`src/rtl/irq_req_pkg.sv`:
```
package irq_req_pkg;

    typedef enum logic [1:0] {
        CH_IDLE  = 2'd0,
        CH_PASS  = 2'd1,
        CH_CLAIM = 2'd2
    } chain_st_e;

    typedef struct packed {
        logic claim;   // acknowledge taken this cycle
        logic active;  // inside a claimed cycle
        logic done;    // claimed cycle ends at this edge
    } cyc_ev_t;

    function automatic logic level_match(input logic [2:0] mine,
                                         input logic [2:0] acked);
        return (mine != 3'd0) && (mine == acked);
    endfunction

endpackage

```
`src/rtl/irq_pend_track.sv`:
```
module irq_pend_track
    import irq_req_pkg::*;
(
    input  logic    clk,
    input  logic    rst,
    input  logic    evt_i,
    input  cyc_ev_t ev_i,
    output logic    pend_o
);
    logic pend_q;
    logic held_q;

    always_ff @(posedge clk) begin
        if (rst) begin
            pend_q <= 1'b0;
            held_q <= 1'b0;
        end else if (ev_i.claim) begin
            pend_q <= 1'b0;
            held_q <= evt_i;
        end else if (ev_i.active) begin
            if (ev_i.done) begin
                pend_q <= held_q | evt_i;
                held_q <= 1'b0;
            end else begin
                held_q <= held_q | evt_i;
            end
        end else begin
            pend_q <= pend_q | evt_i;
        end
    end

    assign pend_o = pend_q;
endmodule

```
`src/rtl/iack_chain_ctl.sv`:
```
module iack_chain_ctl
    import irq_req_pkg::*;
#(
    parameter int LVL_W = 3
) (
    input  logic             clk,
    input  logic             rst,
    input  logic             as_i,
    input  logic             iack_in_i,
    input  logic [LVL_W-1:0] ack_level_i,
    input  logic [LVL_W-1:0] cfg_level_i,
    input  logic             pend_i,
    output chain_st_e        st_o,
    output cyc_ev_t          ev_o,
    output logic             iack_out_o
);
    chain_st_e st_q, st_d;
    logic      hit;

    assign hit = pend_i && level_match(cfg_level_i, ack_level_i);

    always_comb begin
        st_d = st_q;
        unique case (st_q)
            CH_IDLE:  if (as_i && iack_in_i) st_d = hit ? CH_CLAIM : CH_PASS;
            CH_PASS:  if (!as_i) st_d = CH_IDLE;
            CH_CLAIM: if (!as_i) st_d = CH_IDLE;
            default:  st_d = CH_IDLE;
        endcase
    end

    always_ff @(posedge clk) begin
        if (rst) st_q <= CH_IDLE;
        else     st_q <= st_d;
    end

    always_comb begin
        ev_o.claim  = (st_q == CH_IDLE) && (st_d == CH_CLAIM);
        ev_o.active = (st_q == CH_CLAIM);
        ev_o.done   = (st_q == CH_CLAIM) && !as_i;
    end

    assign st_o       = st_q;
    assign iack_out_o = (st_q == CH_PASS);
endmodule

```
`src/rtl/irq_level_dec.sv`:
```
module irq_level_dec #(
    parameter int LVL_W   = 3,
    parameter int NUM_LVL = 7
) (
    input  logic [LVL_W-1:0]   level_i,
    input  logic               req_i,
    output logic [NUM_LVL-1:0] irq_o
);
    for (genvar k = 1; k <= NUM_LVL; k++) begin : g_line
        assign irq_o[k-1] = req_i && (level_i == LVL_W'(k));
    end
endmodule

```
`src/rtl/vec_hold.sv`:
```
module vec_hold #(
    parameter int VEC_W = 8
) (
    input  logic             clk,
    input  logic             rst,
    input  logic             load_i,
    input  logic [VEC_W-1:0] vec_i,
    input  logic             drive_i,
    output logic [VEC_W-1:0] data_o,
    output logic             data_oe_o,
    output logic             dtack_o
);
    logic [VEC_W-1:0] vec_q;

    always_ff @(posedge clk) begin
        if (rst)         vec_q <= '0;
        else if (load_i) vec_q <= vec_i;
    end

    assign data_o    = drive_i ? vec_q : '0;
    assign data_oe_o = drive_i;
    assign dtack_o   = drive_i;
endmodule

```
`src/rtl/irq_chain_requester.sv`:
```
module irq_chain_requester
    import irq_req_pkg::*;
#(
    parameter int LVL_W = 3,
    parameter int VEC_W = 8,
    localparam int NUM_LVL = (1 << LVL_W) - 1
) (
    input  logic               clk,
    input  logic               rst,
    input  logic               evt_i,
    input  logic [LVL_W-1:0]   cfg_level_i,
    input  logic [VEC_W-1:0]   cfg_vector_i,
    input  logic [LVL_W-1:0]   ack_level_i,
    input  logic               as_i,
    input  logic               iack_in_i,
    output logic [NUM_LVL-1:0] irq_o,
    output logic               iack_out_o,
    output logic [VEC_W-1:0]   data_o,
    output logic               data_oe_o,
    output logic               dtack_o
);
    chain_st_e st;
    cyc_ev_t   ev;
    logic      pend;

    irq_pend_track u_pend (
        .clk(clk), .rst(rst), .evt_i(evt_i), .ev_i(ev), .pend_o(pend)
    );

    iack_chain_ctl #(.LVL_W(LVL_W)) u_chain (
        .clk(clk), .rst(rst), .as_i(as_i), .iack_in_i(iack_in_i),
        .ack_level_i(ack_level_i), .cfg_level_i(cfg_level_i),
        .pend_i(pend), .st_o(st), .ev_o(ev), .iack_out_o(iack_out_o)
    );

    irq_level_dec #(.LVL_W(LVL_W), .NUM_LVL(NUM_LVL)) u_dec (
        .level_i(cfg_level_i), .req_i(pend && (st != CH_CLAIM)), .irq_o(irq_o)
    );

    vec_hold #(.VEC_W(VEC_W)) u_vec (
        .clk(clk), .rst(rst), .load_i(ev.claim), .vec_i(cfg_vector_i),
        .drive_i(st == CH_CLAIM), .data_o(data_o),
        .data_oe_o(data_oe_o), .dtack_o(dtack_o)
    );
endmodule

```
`config.mk`:
```
export PLATFORM = sky130hd
export DESIGN_NAME = irq_chain_requester
export DESIGN_NICKNAME = d
export VERILOG_FILES = /design/src/rtl/irq_req_pkg.sv /design/src/rtl/irq_pend_track.sv /design/src/rtl/iack_chain_ctl.sv /design/src/rtl/irq_level_dec.sv /design/src/rtl/vec_hold.sv /design/src/rtl/irq_chain_requester.sv
export SDC_FILE = /design/constraint.sdc
export NUM_CORES = 1
export LEC_CHECK = 0
export ABC_AREA = 1
export BUFFER_PORTS_ARGS = -buffer_cell sky130_fd_sc_hd__buf_2
export CORE_MARGIN = 4
export CORE_UTILIZATION = 50
export DETAILED_ROUTE_END_ITERATION = 8
export HOLD_SLACK_MARGIN = 0.05
export MAX_ROUTING_LAYER = met4
export PLACE_DENSITY = 0.83
export SETUP_SLACK_MARGIN = 0.2
export SKIP_LAST_GASP = 1
export SLEW_MARGIN = 25
export SYNTH_ARGS = -nofsm -noshare
export SYNTH_HDL_FRONTEND = slang
export SYNTH_SLANG_ARGS = --single-unit
```
`constraint.sdc`:
```
create_clock -name clk -period 4.1 [get_ports clk]
set_input_delay 0.615 -clock clk [delete_from_list [all_inputs] [get_ports clk]]
set_output_delay 0.615 -clock clk [all_outputs]
set_load 0.01 [all_outputs]
```
==> results.tsv <==
metric	value	unit
clock buffer depth	2	
mapped cell area	862.1	sq um
synth top area cells	dfxtp_1 28%, nand2_1 14%, nor2_1 13%	
Fill cells	151	
I/O pins	37	
Final nets	206	
worst vdd ir	0.2069	mV
number of max-cap violations	0	
Final GP Congestion	0.8145	
drt total wl	1.895	mm
area share of the largest cell type after synthesis	27.87	%
CTS tree	built	
Synth area leader	dfxtp_1	
GRT Total Usage	16.95	%
flops & latches, synth	12	
syn_nets	167	
sum of negative setup slack	0	ps
Worst-Skew Late Latency	270	ps
Setup Crit Path Kind	register to primary output	
pwr/cell area	282.4	nW/um^2
Slew Viols, Final	0	
Final Hold Vio Count	0	
hold_buf cts	0	
post-synthesis async set-or-reset flop share	0	%
distinct cell type count after synthesis	19	
wire per inst	9.619	um
Post-synth top flop	dfxtp_1	
post-route clock period utilization	59.43	%
status	completed	
clock-pin slew on the worst setup and hold paths	70	ps
Yosys Warn Count	0	
Critical Path AT	1820	ps
Root Buffer	clkbuf_4	
initial antenna violation count	0	
largest net degree at the start of global routing	14	
die area	2452	sq um
TritonRoute pass-1 iters	4	
Fin Clk Skew	9.414	ps
critical-path cell list	inv_1 > ha_1 > inv_1 > nand2_1 > or2_2 > nor2_1 > buf_2	
GRT overflow	0	
f_max	0.4104	GHz
global-route wire length before repair	3.277	mm
n_diodes	0	
actual slew at the worst max-slew pin	423.7	ps
minimum clock period	2437	ps
post-DP HPWL	1.537	mm
register area share after synthesis	27.87	%
Leak	0.6926	nW
Post-synth EDFFs	0	
Setup violations, final	0	
area added between synthesis and finish	24.53	%
Cells after Synth	144	
number of global-route vias before repair	815	
clock buffer count from CTS	3	
total core area	1559	sq um
CP endpoint kind	primary output	
CP Data Required Time	3480	ps
H-tree depth	1	
DP Area	1051	sq um
unrepaired setup endpoints after global routing	no	
Routed Antenna Nets	0	
Crit path top cell by count	inv_1	
most frequent cell after synthesis	nand2_1	
Design Area, Final	1074	sq um
type of the worst min-delay path	register to register	
Initial DRC Count	10	
startpoint types	register	
post-CTS setup repair buffer count	0	
pre-CTS setup slack	1942	ps
Setup WS post-layout	1663	ps
Worst slew margin	71.75	%
IO Port Bufs	36	
Post-CTS Resized	0	
routed via count	933	
share of cells above drive strength 1	28.73	%
CP Max Fanout	13	
CP max-delay cell	dfxtp_1	
Core Rows	14	
Die Width	49.52	um
crit-path max cell delay	390	ps
clk sinks	12	
die height	49.52	um
initial core utilization	55.30	%
top cells by count, synth	33 x nand2_1, 31 x nor2_1, 27 x inv_1	
number of vias per cell	4.736	
synthesized area per cell	5.987	sq um
DRC violations left	0	
Tot Pwr	0.3031	mW
[logic make-up after synthesis]
group / share of synthesized area (%)
AOI/OAI and AO/OA: 4.210
adders and majority gates: 5.806
and+or+nand+nor: 47.32
DFF: 27.87
buffers and inverters: 14.80
[report_power, final]
| group | internal, mW | switching, mW |
|---|---|---|
| clock | 0.0339 | 0.0371 |
| sequential | 0.129 | 0.00764 |
| combinational | 0.0366 | 0.0586 |
| total | 0.200 | 0.103 |
[sequential cells by signal, indices dropped and copies added (netlist names)]
| signal | count |
|---|---|
| u_chain.st_o | 2 |
| u_pend.held_q | 1 |
| u_pend.pend_o | 1 |
| u_vec.vec_q | 8 |
[through the flow]
stage	cells	hold slack, ps	utilization, %
3_5_place_dp	194	471.9	67.42
3_3_place_gp	194	461.4	67.42
6_report	197	486.4	68.86
2_1_floorplan	144	454.9	-
4_1_cts	197	486.9	68.86
5_1_grt	197	507.4	68.86
[path summary, 6_finish.rpt]
| kind | from | end | slack (ps) | cells after the start |
|---|---|---|---|---|
| worst min-delay path | u_vec.vec_q[1]$_SDFFE_PP0P_ | u_vec.vec_q[1]$_SDFFE_PP0P_ | 490 | 2 |
| worst max-delay path | u_chain.st_o[0]$_SDFF_PP0_ | irq_o[1] | 1660 | 7 |
| worst max register to register | u_chain.st_o[1]$_SDFF_PP0_ | u_vec.vec_q[4]$_SDFFE_PP0P_ | 2510 | 9 |
| worst min register to register | u_vec.vec_q[1]$_SDFFE_PP0P_ | u_vec.vec_q[1]$_SDFFE_PP0P_ | 490 | 2 |
[critical path, delay by kind of cell (launching register included)]
kind,cells,cell delay [ps]
buffers and inverters,3,360
DFF,1,390
adders and majority gates,1,350
and+or+nand+nor,3,450
[placed cells by master, fill, tap and decap left out, drive strengths merged, types with 2 or more instances in the layout]
cell type  synthesis  final
nand2             40     40
buf                1     36
nand3             14     14
dfxtp             12     12
o21ai              2      2
nor2              32     32
a21oi              3      3
clkbuf             1      3
nor3               2      2
inv               30     30
ha                 4      4
[per-layer routing]
layer / wire (um) / global-route usage (%)
met5: 0 / -
met3: 138 / 3.012
met2: 940 / 31.72
met4: 8 / 4.147
met1: 808 / 18.23
[cell type report]
type / count / area (sq um) / share of cell area (%)
Sequential cell: 12 / 240.2 / 22.38
Clock buffer: 3 / 22.52 / 2.098
Timing Repair Buffer: 36 / 180.2 / 16.78
Tap cell: 16 / 20.02 / 1.865
Multi-Input combinational cell: 99 / 494.2 / 46.04
Inverter: 31 / 116.4 / 10.84
Note: power is estimated with default switching activity, not from simulation.
